## src/rtl/gpio_port_pkg.sv

```systemverilog
package gpio_port_pkg;

    // register groups inside one address window, in address order
    typedef enum logic [1:0] {
        GRP_MODE  = 2'd0,
        GRP_DIR   = 2'd1,
        GRP_LEVEL = 2'd2,
        GRP_PAD   = 2'd3
    } grp_e;

    // result of decoding one bus address
    typedef struct packed {
        logic hit;      // address belongs to this port and is mapped
        logic masked;   // access through the strobed alias window
        grp_e grp;      // register group
    } acc_s;

    localparam int unsigned GRP_STRIDE  = 16;
    localparam int unsigned SLOT_STRIDE = 4;
    localparam int unsigned NUM_GRPS    = 4;
    localparam int unsigned CTRL_REGS   = 3;   // writable groups
    localparam int unsigned GRP_LSB     = $clog2(GRP_STRIDE);
    localparam int unsigned SLOT_LSB    = $clog2(SLOT_STRIDE);
    localparam int unsigned WIN_LSB     = GRP_LSB + $clog2(NUM_GRPS);

    function automatic logic is_ctrl(grp_e g);
        return g != GRP_PAD;
    endfunction

endpackage

```

## src/rtl/gpio_port_decode.sv

```systemverilog
module gpio_port_decode
    import gpio_port_pkg::*;
#(
    parameter int unsigned ADDR_W   = 12,
    parameter int unsigned MASK_OFS = 'h80,
    parameter int unsigned PORT_IDX = 2
) (
    input  logic [ADDR_W-1:0] addr,
    output acc_s              acc
);
    localparam int unsigned SLOT_W = GRP_LSB - SLOT_LSB;

    logic [ADDR_W-1:0] mask_rel;
    logic [ADDR_W-1:0] rel;
    logic              in_plain;
    logic              in_mask;
    logic              slot_ok;

    always_comb begin
        mask_rel = addr - ADDR_W'(MASK_OFS);
        in_plain = (addr[ADDR_W-1:WIN_LSB] == '0);
        in_mask  = (addr >= ADDR_W'(MASK_OFS)) && (mask_rel[ADDR_W-1:WIN_LSB] == '0);
        rel      = in_mask ? mask_rel : addr;
        slot_ok  = (rel[GRP_LSB-1:SLOT_LSB] == SLOT_W'(PORT_IDX)) &&
                   (rel[SLOT_LSB-1:0] == '0);

        acc.grp    = grp_e'(rel[WIN_LSB-1:GRP_LSB]);
        acc.masked = in_mask;
        // the strobed window has no pad-input alias
        acc.hit    = (in_plain || in_mask) && slot_ok &&
                     !(in_mask && !is_ctrl(acc.grp));
    end

endmodule

```

## src/rtl/gpio_port_ctrl_reg.sv

```systemverilog
module gpio_port_ctrl_reg #(
    parameter int unsigned PINS = 8
) (
    input  logic              clk,
    input  logic              rst,
    input  logic              wr_plain,
    input  logic              wr_mask,
    input  logic [2*PINS-1:0] wdata,
    output logic [PINS-1:0]   q
);
    logic [PINS-1:0] strobe;
    logic [PINS-1:0] value;
    logic [PINS-1:0] merged;

    assign value  = wdata[PINS-1:0];
    assign strobe = wdata[2*PINS-1:PINS];

    // per-pin merge: strobed bits take new data, others keep state
    for (genvar b = 0; b < PINS; b++) begin : g_bit
        assign merged[b] = strobe[b] ? value[b] : q[b];
    end

    always_ff @(posedge clk) begin
        if (rst) begin
            q <= '0;
        end else if (wr_plain) begin
            q <= value;
        end else if (wr_mask) begin
            q <= merged;
        end
    end

endmodule

```

## src/rtl/gpio_port_sync.sv

```systemverilog
module gpio_port_sync #(
    parameter int unsigned PINS   = 8,
    parameter int unsigned STAGES = 2
) (
    input  logic            clk,
    input  logic [PINS-1:0] pad_in,
    output logic [PINS-1:0] sync_q
);
    // synchronizer flops carry no reset: they flush within STAGES cycles
    logic [PINS-1:0] stage_q [STAGES];

    always_ff @(posedge clk) begin
        stage_q[0] <= pad_in;
        for (int i = 1; i < STAGES; i++) begin
            stage_q[i] <= stage_q[i-1];
        end
    end

    assign sync_q = stage_q[STAGES-1];

endmodule

```

## src/rtl/gpio_port_regs.sv

```systemverilog
module gpio_port_regs
    import gpio_port_pkg::*;
#(
    parameter int unsigned PINS        = 8,
    parameter int unsigned ADDR_W      = 12,
    parameter int unsigned MASK_OFS    = 'h80,
    parameter int unsigned PORT_IDX    = 2,
    parameter int unsigned SYNC_STAGES = 2
) (
    input  logic              clk,
    input  logic              rst,
    input  logic              bus_req,
    input  logic              bus_we,
    input  logic [ADDR_W-1:0] bus_addr,
    input  logic [2*PINS-1:0] bus_wdata,
    output logic [2*PINS-1:0] bus_rdata,
    output logic              bus_rvalid,
    input  logic [PINS-1:0]   pad_in,
    output logic [PINS-1:0]   pad_out,
    output logic [PINS-1:0]   pad_oe,
    output logic [PINS-1:0]   pin_mode,
    output logic [PINS-1:0]   pin_in_sync
);
    acc_s            acc;
    logic            wr_cyc;
    logic            rd_cyc;
    logic [PINS-1:0] ctrl_q [CTRL_REGS];
    logic [PINS-1:0] sync_q;
    logic [PINS-1:0] rd_val;

    assign wr_cyc = bus_req && bus_we;
    assign rd_cyc = bus_req && !bus_we;

    gpio_port_decode #(
        .ADDR_W  (ADDR_W),
        .MASK_OFS(MASK_OFS),
        .PORT_IDX(PORT_IDX)
    ) u_decode (
        .addr(bus_addr),
        .acc (acc)
    );

    for (genvar g = 0; g < CTRL_REGS; g++) begin : g_ctrl
        logic sel;
        assign sel = wr_cyc && acc.hit && (acc.grp == grp_e'(2'(g)));

        gpio_port_ctrl_reg #(.PINS(PINS)) u_reg (
            .clk     (clk),
            .rst     (rst),
            .wr_plain(sel && !acc.masked),
            .wr_mask (sel && acc.masked),
            .wdata   (bus_wdata),
            .q       (ctrl_q[g])
        );
    end

    gpio_port_sync #(
        .PINS  (PINS),
        .STAGES(SYNC_STAGES)
    ) u_sync (
        .clk   (clk),
        .pad_in(pad_in),
        .sync_q(sync_q)
    );

    always_comb begin
        rd_val = '0;
        if (acc.hit) begin
            unique case (acc.grp)
                GRP_MODE:  rd_val = ctrl_q[GRP_MODE];
                GRP_DIR:   rd_val = ctrl_q[GRP_DIR];
                GRP_LEVEL: rd_val = ctrl_q[GRP_LEVEL];
                GRP_PAD:   rd_val = sync_q;
                default:   rd_val = '0;
            endcase
        end
    end

    always_ff @(posedge clk) begin
        if (rst) begin
            bus_rdata  <= '0;
            bus_rvalid <= 1'b0;
        end else begin
            bus_rvalid <= rd_cyc;
            bus_rdata  <= rd_cyc ? {{PINS{1'b0}}, rd_val} : '0;
        end
    end

    assign pin_mode    = ctrl_q[GRP_MODE];
    assign pad_oe      = ctrl_q[GRP_DIR];
    assign pad_out     = ctrl_q[GRP_LEVEL];
    assign pin_in_sync = sync_q;

endmodule

```

## config.mk

```make
export PLATFORM = sky130hd
export DESIGN_NAME = gpio_port_regs
export DESIGN_NICKNAME = d
export VERILOG_FILES = /design/src/rtl/gpio_port_pkg.sv /design/src/rtl/gpio_port_decode.sv /design/src/rtl/gpio_port_ctrl_reg.sv /design/src/rtl/gpio_port_sync.sv /design/src/rtl/gpio_port_regs.sv
export SDC_FILE = /design/constraint.sdc
export NUM_CORES = 1
export LEC_CHECK = 0
export BUFFER_PORTS_ARGS = -buffer_cell sky130_fd_sc_hd__buf_2
export CORE_ASPECT_RATIO = 1.5
export CORE_MARGIN = 2
export CORE_UTILIZATION = 50
export DETAILED_ROUTE_END_ITERATION = 6
export PLACE_DENSITY = 0.8
export SYNTH_ARGS = -nofsm -noshare
export SYNTH_HDL_FRONTEND = slang
export SYNTH_HIERARCHICAL = 1
export SYNTH_SLANG_ARGS = --single-unit
```

## constraint.sdc

```tcl
create_clock -name clk -period 2 [get_ports clk]
set_clock_uncertainty 0.2 [all_clocks]
set_input_delay 0.1 -clock clk [delete_from_list [all_inputs] [get_ports clk]]
set_output_delay 0.1 -clock clk [all_outputs]
set_load 0.01 [all_outputs]
```

# [After elaboration in Yosys (flattened, before gate mapping)]
# Memory sizes are Yosys's and may differ from the RTL's.
# Cells that the tools add are included.
[totals] reg_bits=41 mem_bits_rw=16 inputBits=40 out_inout_bits=49 word_cells=131 n_memories=1
[op_classes] add_sub_neg=1 order_cmp=1 eq_ne=5 muxes=16 bitwise_logic=2 reduce_logical=78
[memory_table] name="u_sync.stage_q" depth=2 word_bits=8 read_ports=2 rd_ports_with_merged_regs=0 write_ports=2 line="gpio_port_sync.sv:10" rtl="logic [PINS-1:0] stage_q [STAGES];"
[op_table] operator="nonzero test 2 bit" count=27
[op_table] operator="two-way mux 8 bit" count=6
[op_table] operator="AND reduction 2 bit" count=24
[op_table] operator="case mux 8 bit (4 select lines)" count=1
[op_table] operator="logical AND 1 bit" count=17
[op_table] operator="greater-or-equal comparator 12 x 8 -> 1 bit (second input constant)" count=1
[op_table] operator="logical NOT 6 bit" count=2
[op_table] operator="subtractor 12 x 8 -> 12 bit (second input constant)" count=1
[op_table] operator="two-way mux 1 bit" count=8
[op_table] operator="equality test 2 bit (second input constant)" count=3
[op_table] operator="two-way mux 6 bit" count=1
[op_table] operator="logical NOT 1 bit" count=4
[op_table] operator="logical NOT 2 bit" count=2
[op_table] operator="OR reduction 3 bit" count=1
[op_table] operator="equality test 2 x 1 -> 1 bit (second input constant)" count=1
[op_table] operator="inequality test 2 bit (second input constant)" count=1
[op_table] operator="NOT 1 bit" count=2
[op_table] operator="logical OR 1 bit" count=1

# [Depth between registers and ports, before layout]
# Gate-level depths: netlist of the first run.
[depth] word_depth=14 ltp_mapped=10 mapped_depth_nobuf=9

# [Modules after synthesis]
# The synthesis of the first run kept the hierarchy.
[by_module_without_submodules] mod="gpio_port_ctrl_reg" instances=3 cells_each=43 area_each_um2=515.5 seq_area_each_um2=160.2
[by_module_without_submodules] mod="gpio_port_regs" instances=1 cells_each=48 area_each_um2=571.8 seq_area_each_um2=180.2
[by_module_without_submodules] mod="gpio_port_sync" instances=1 cells_each=24 area_each_um2=380.4 seq_area_each_um2=320.3
[by_module_without_submodules] mod="gpio_port_decode" instances=1 cells_each=15 area_each_um2=100.1 seq_area_each_um2=0.0

# [Worst setup path after synthesis of the first run]
# Ideal clock, no wire load.
[synth_path] kind="input to register" start="input bus_addr[7]" end="register g_ctrl[0].u_reg.q[0]" setup_ns=0.119 t_arrival_ns=1.457 required_ns=1.681 path_slack_ns=0.224 cell_stages=10 n_path_buf=2 cell_sequence="inv_1 -> ha_1 -> xnor2_1 -> and4_2 -> buf_4 -> nand4b_1 -> nor3_1 -> buf_4 -> a21oi_2 -> mux2i_1"
[synth_between] elab_chain_len=14 word_cells_on_any_way=26 cone_classes="add/sub (1); order compare (1); eq/ne (2); mux (2); reduce/logical (20)"
[synth_rtl] element="start, declared" line="gpio_port_regs.sv:14" rtl="input logic [ADDR_W-1:0] bus_addr,"
[synth_rtl] element="subtractor 12 x 8 -> 12 bit" line="gpio_port_decode.sv:20" rtl="mask_rel = addr - ADDR_W'(MASK_OFS);"
[synth_rtl] element="logical NOT 6 bit" line="gpio_port_decode.sv:22" rtl="in_mask = (addr >= ADDR_W'(MASK_OFS)) && (mask_rel[ADDR_W-1:WIN_LSB] == '0);"
[synth_rtl] element="logical AND 1 bit (*)" line="gpio_port_decode.sv:22"
[synth_rtl] element="net u_decode.in_mask" line="gpio_port_decode.sv:16" rtl="logic in_mask;"
[synth_rtl] element="two-way mux 6 bit" line="gpio_port_decode.sv:23" rtl="rel = in_mask ? mask_rel : addr;"
[synth_rtl] element="inequality test 2 bit" line="gpio_port_pkg.sv:27" rtl="return g != GRP_PAD;"
[synth_rtl] element="logical NOT 1 bit" line="gpio_port_decode.sv:31" rtl="!(in_mask && !is_ctrl(acc.grp));"
[synth_rtl] element="logical AND 1 bit" line="gpio_port_decode.sv:31"
[synth_rtl] element="logical NOT 1 bit" line="gpio_port_decode.sv:31"
[synth_rtl] element="logical AND 1 bit" line="gpio_port_decode.sv:30" rtl="acc.hit = (in_plain || in_mask) && slot_ok &&"
[synth_rtl] element="logical AND 1 bit (2 in a row)" line="gpio_port_regs.sv:45" rtl="assign sel = wr_cyc && acc.hit && (acc.grp == grp_e'(2'(g)));"
[synth_rtl] element="logical AND 1 bit, on equally long branches" line="gpio_port_regs.sv:51, gpio_port_regs.sv:50"
[synth_rtl] element="nonzero test 2 bit (no source line)"
[synth_rtl] element="AND reduction 2 bit (no source line)"
[synth_rtl] element="end signal, assigned" line="gpio_port_ctrl_reg.sv:27" rtl="q <= value;"
[synth_rtl] element="end signal, assigned" line="gpio_port_ctrl_reg.sv:29" rtl="q <= merged;"
[synth_rtl] element="end, declared" line="gpio_port_ctrl_reg.sv:9" rtl="output logic [PINS-1:0] q"
# Mark *: on every way through the listed nets, which the timed path passes. The rest lies on a longest branch.
# A chain may end at the register's enable or synchronous reset.

==> impl_metrics.csv, run 1 <==
group,metric,value,unit
floorplan,dieArea,0.005802,sq mm
synth,seq_area_frac_synth,37.75,%
worst_setup_path,r2r-start,"g_ctrl[0].u_reg/q[7]",
sta,fmax,572.6,MHz
worst_setup_path,path_class,"input pin to flop",
synth,synthXorXnorAreaFrac,0.3370,%
sta,drv_slew,0,
run,drv_cap,0,
sta,fin_hold_ws,102.1,ps
worst_setup_path,crit_arrival,1740,ps
synth,synth_compound_area_share,8.281,%
sta,fin_tns_setup,0,ps
clock_network,cts_setup_buffers,0,
synth,yosys_most_used_dff,"dfxtp_1",
power_and_ir_drop,ir_drop,0.3711,mV
detailed_routing,viasPerCell,4.769,
floorplan,ios,89,
floorplan,num_rows,32,
synth,synthSimpleGateAreaFrac,26.67,%
detailed_routing,vias,1855,
detailed_routing,drt_wl_total,5.360,mm
floorplan,start_util,51.11,%
synth,syn-cell-area,0.002599,sq mm
worst_setup_path,crit_start,"bus_addr[7]",
detailed_routing,firstDrtPassIters,4,
final_layout,drive_gt1_share,55.45,%
global_route,grt_use_total,19.26,%
clock_network,clock-root-buffer,"clkbuf_8",
synth,yosys.area.top_type,"dfxtp_1",
global_route,overflow,0,
worst_hold_path,hold_path.class,"input pin to flop",
worst_setup_path,cp-end-kind,"flop",
final_layout,diodes,0,
synth,muxShareOfSynthArea,16.47,%
worst_setup_path,start_kind,"input pin",
sta,finalHoldViolCount,0,
power_and_ir_drop,p_leak,1.685,nW
synth,synth_warnings,6,
floorplan,die_y,92.30,microns
global_route,grt_pass1_wl,8.687,mm
clock_network,cts.sinks,49,
sta,final-setup-viol-count,0,
global_route,antenna_found_initial,0,
place,port_buffers,80,
synth,syn_inst,216,
synth,synth_area_per_cell,12.03,sq um
synth,synth_cell_type_count,28,
synth,synth_top_family_by_area,"simple AND/OR/NAND/NOR gates",
final_layout,fillers,427,
final_layout,final_common_cell,"buf_2",
place,gp_congestion,0.7995,
worst_hold_path,hp-start,"rst",
detailed_routing,drt-wirelength-per-cell,13.78,microns
sta,final.min_clock_period,1746,ps
clock_network,clk_path_buf_depth,2,
global_route,grt_max_degree,36,
final_layout,syn_to_final_growth,28.84,%
floorplan,die_w,62.87,microns
clock_network,numCtsBuffers,5,
place,dp_hpwl,3.886,mm
final_layout,final_cell_mix,"buf_2 (80), dfxtp_1 (49), dlygate4sd3_1 (26)",
clock_network,clk_pin_slew,80,ps
global_route,grt_pass1_vias,1904,
status,status,"finished clean",
final_layout,fin_nets,362,
detailed_routing,drcViolationCount,0,
worst_setup_path,worstPathMaxFanout,4,
worst_setup_path,cp.required,1990,ps
power_and_ir_drop,power_density,572.7,mW/mm^2
sta,rsz0062_at_grt,"false",
sta,post-route-period-util,87.32,%
clock_network,htree_levels,2,
floorplan,core_area,0.005085,sq mm
detailed_routing,drtIter0Drc,53,
synth,synthAdderAreaFrac,0.4815,%
synth,ys_async_sr_fraction,0,%
synth,synth_top_area_share,37.75,%
synth,synth_edf_count,0,
clock_network,clock_latency,310,ps
synth,synth_seq_cells,49,
clock_network,cts_tree,"done",
synth,yosys-top-cells-area,"dfxtp_1 (38%), nand2b_4 (13%), mux2i_1 (9.2%)",
clock_network,cts_resized,0,
detailed_routing,ant_nets,0,
-- per-stage QoR --
stage | util, % | area, sq um | worst slack, ps | instances | total power, W
after floorplan | - | 2625 | 223.7 | 223 | 0.001156
after detailed placement | 58.69 | 2984 | -22.26 | 356 | 0.001216
final | 65.85 | 3348 | 253.5 | 389 | 0.001918
after CTS | 65.85 | 3348 | 268.1 | 389 | 0.001939
after global placement | 58.69 | 2984 | 44.02 | 356 | 0.001211
after global routing | 65.85 | 3348 | 106.1 | 389 | 0.001997
-- logic make-up after synthesis --
group	count (synthesis)
flops	49
xor+xnor	1
fa+ha+maj	1
simple gates	75
other cells	1
compound gates	25
buf+inv	32
mux	32
-- power by group --
group | leakage (nW) | total (W) | internal, W | switching, W
registers | 0.401 | 0.000998 | 0.000993 | 0.00000551
logic | 1.23 | 0.000234 | 0.000136 | 0.0000981
clock network | 0.0540 | 0.000686 | 0.000364 | 0.000322
-- critical path, stage by stage --
cell and delay, ps:
buf_2 110, inv_1 40, ha_1 200, xnor2_1 180, nand4_1 110, a21oi_1 210
nand4_1 210, nor2_1 190, buf_4 180, a21oi_2 70, mux2i_1 120
-- final timing paths --
| check | endpoint | slack (ps) | depth (start not counted) |
|---|---|---|---|
| min reg2reg | u_sync/stage_q[0][9] | 130 | 0 |
| min | g_ctrl[1].u_reg/q[4] | 100 | 3 |
| max reg2reg | bus_rdata[7] | 680 | 2 |
| max | g_ctrl[2].u_reg/q[4] | 250 | 11 |
-- final cells by class --
class                           instances  area, sq um  area share (%)
Multi-Input combinational cell        142         1398           41.74
Sequential cell                        49        980.9           29.30
Timing Repair Buffer                  121        773.2           23.09
Tap cell                               68        85.08           2.541
Clock buffer                            5        68.82           2.055
Clock inverter                          2        35.03           1.046
Inverter                                2        7.507          0.2242
-- per-layer routing --
metal	routed length, microns	vias to the layer above	global-route usage [%]
li1	-	913	-
met1	2133	875	21.42
met2	2867	58	35.20
met3	233	9	3.159
met4	125	0	9.074
met5	0	-	0
-- cells in the mapped netlist, drive strengths merged, types with 2 or more instances --
master  count
and2        8
dfxtp      49
nor3        3
nand2b     49
buf        30
inv         2
a21oi      25
mux2i      24
nand2       2
nor2        4
nand4       2
mux4        8
-- flip-flops by register name (all words and copies together), names as in the netlist --
signal          flops
bus_rvalid          1
bus_rdata           8
g_ctrl.u_reg/q     24
u_sync/stage_q     16
-- timing repair --
item,CTS,global route
endpoints found under the hold margin,33,0
hold buffers,26,0
endpoints found under the setup margin,0,0
Note: power is estimated with default switching activity, not from simulation.
==> run 2: changes to the inputs <==
Settings changed: CORE_UTILIZATION 50 to 40, PLACE_DENSITY 0.8 to 0.66.
==> run 2 against run 1 <==
  * Global-route usage down 3.9 points
  * Largest power group unchanged
  * Register-to-register slack is essentially flat
  * Critical path depth did not move
  * Hold slack improved by 28 ps
  * Clock-buffer cell count increased by 2
  * Fmax is 1.0% lower
  * Utilization decreased by 13 points
  * Sequential share of layout area stayed put
  * Flip-flop and latch count is the same
  * Die area up 24%
==> impl_metrics.csv, run 2 (synthesis gave the netlist of run 1 again) <==
group,metric,value,unit
worst_setup_path,cp-end-kind,"flop",
final_layout,fin_util,52.35,%
global_route,grt_pass1_vias,1769,
power_and_ir_drop,ir_drop,0.3096,mV
worst_setup_path,cp_num_buf_inv,3,
clock_network,htree_levels,2,
clock_network,clock_latency,290,ps
floorplan,dieArea,0.007171,sq mm
final_layout,fin_nets,363,
clock_network,cts.sinks,49,
run,drv_cap,0,
floorplan,die_w,69.81,microns
global_route,antenna_found_initial,0,
sta,rsz0062_at_grt,"false",
clock_network,clk_path_buf_depth,2,
worst_setup_path,path_class,"input pin to flop",
clock_network,numCtsBuffers,5,
worst_setup_path,slowest_stage,"a21oi_1",
power_and_ir_drop,p_leak,1.680,nW
detailed_routing,vias,1836,
sta,fin_hold_ws,130.4,ps
final_layout,final_cell_mix,"buf_2 (80), dfxtp_1 (49), dlygate4sd3_1 (26)",
worst_setup_path,worstPathMaxFanout,5,
final_layout,final_common_cell,"buf_2",
worst_setup_path,slowest_delay,210,ps
place,port_buffers,80,
floorplan,die_y,102.7,microns
sta,final.min_clock_period,1764,ps
floorplan,start_util,40.63,%
detailed_routing,viasPerCell,4.613,
detailed_routing,drt_wl_total,5.452,mm
clock_network,holdBufCountCts,26,
worst_setup_path,cp.required,1980,ps
detailed_routing,drtIter0Drc,28,
detailed_routing,ant_nets,0,
clock_network,cts_resized,0,
sta,final-setup-viol-count,0,
clock_network,clock-root-buffer,"clkbuf_8",
clock_network,clk_pin_slew,80,ps
worst_hold_path,hold_path.class,"flop to flop",
worst_setup_path,crit_family,"simple AND/OR/NAND/NOR gates",
final_layout,diodes,0,
global_route,grt_use_total,15.38,%
worst_setup_path,path_common_cell,"nand4_1",
status,status,"finished clean",
final_layout,regMostFlops,"g_ctrl.u_reg/q",
sta,post-route-period-util,88.21,%
worst_setup_path,crit_arrival,1750,ps
power_and_ir_drop,power_density,539.2,mW/mm^2
final_layout,largest_reg_flops,24,
place,dp_hpwl,4.143,mm
global_route,grt_max_degree,27,
global_route,overflow,0,
global_route,grt_pass1_wl,8.700,mm
detailed_routing,drcViolationCount,0,
clock_network,cts_tree,"done",
floorplan,num_rows,36,
detailed_routing,firstDrtPassIters,4,
sta,drv_slew,0,
final_layout,syn_to_final_growth,28.84,%
sta,finalHoldViolCount,0,
final_layout,drive_gt1_share,55.28,%
clock_network,cts_setup_buffers,0,
floorplan,core_area,0.006396,sq mm
final_layout,top_regs,"g_ctrl.u_reg/q (24), u_sync/stage_q (16), bus_rdata (8)",
sta,fmax,566.8,MHz
floorplan,ios,89,
place,gp_congestion,0.7842,
worst_setup_path,path_cells,"buf_2 -> inv_1 -> ha_1 -> xnor2_1 -> nand4_1 -> a21oi_1 -> nand4_1 -> nor3_2 -> buf_4 -> a21oi_2 -> mux2i_1",
detailed_routing,drt-wirelength-per-cell,13.70,microns
final_layout,fillers,604,
worst_setup_path,start_kind,"input pin",
-- run 2: power by group --
part           total [W]  switching [W]  internal, W
combinational   0.000234      0.0000975     0.000137
sequential      0.000998     0.00000563     0.000993
clock           0.000573       0.000298     0.000275
-- run 2: per-layer routing --
| layer | GRT usage, % | part of all wire, % | up-vias |
|---|---|---|---|
| met5 | 0 | 0 | - |
| met4 | 5.178 | 1.7 | 0 |
| met3 | 3.030 | 5.0 | 6 |
| met2 | 26.81 | 51 | 52 |
| met1 | 19.10 | 42 | 863 |
| li1 | - | - | 915 |
-- run 2: through the flow --
step	instance area, sq um	std cells	worst slack [ps]	total power (W)	setup TNS (ps)
floorplan	2625	223	223.7	0.001156	0
global placement	3002	365	3.359	0.001214	0
detailed placement	3002	365	-51.95	0.001218	-419.6
CTS	3348	398	250.7	0.001835	0
global route	3348	398	2.559	0.001885	0
finish	3348	398	235.7	0.001805	0
-- run 2: path summary, 6_finish.rpt --
path,start,endpoint,slack [ps],depth (start not counted)
max reg2reg,g_ctrl[2].u_reg/q[7],bus_rdata[7],680,2
min,u_sync/stage_q[0][4],u_sync/stage_q[0][12],130,0
max,bus_addr[7],g_ctrl[0].u_reg/q[6],240,11
min reg2reg,u_sync/stage_q[0][4],u_sync/stage_q[0][12],130,0
-- run 2: final cells by class --
cell class	count	area [sq um]	share of cell area (%)
Tap cell	76	95.09	2.840
Multi-Input combinational cell	142	1398	41.74
Timing Repair Buffer	122	780.7	23.32
Clock buffer	7	86.33	2.578
Inverter	2	7.507	0.2242
Sequential cell	49	980.9	29.30
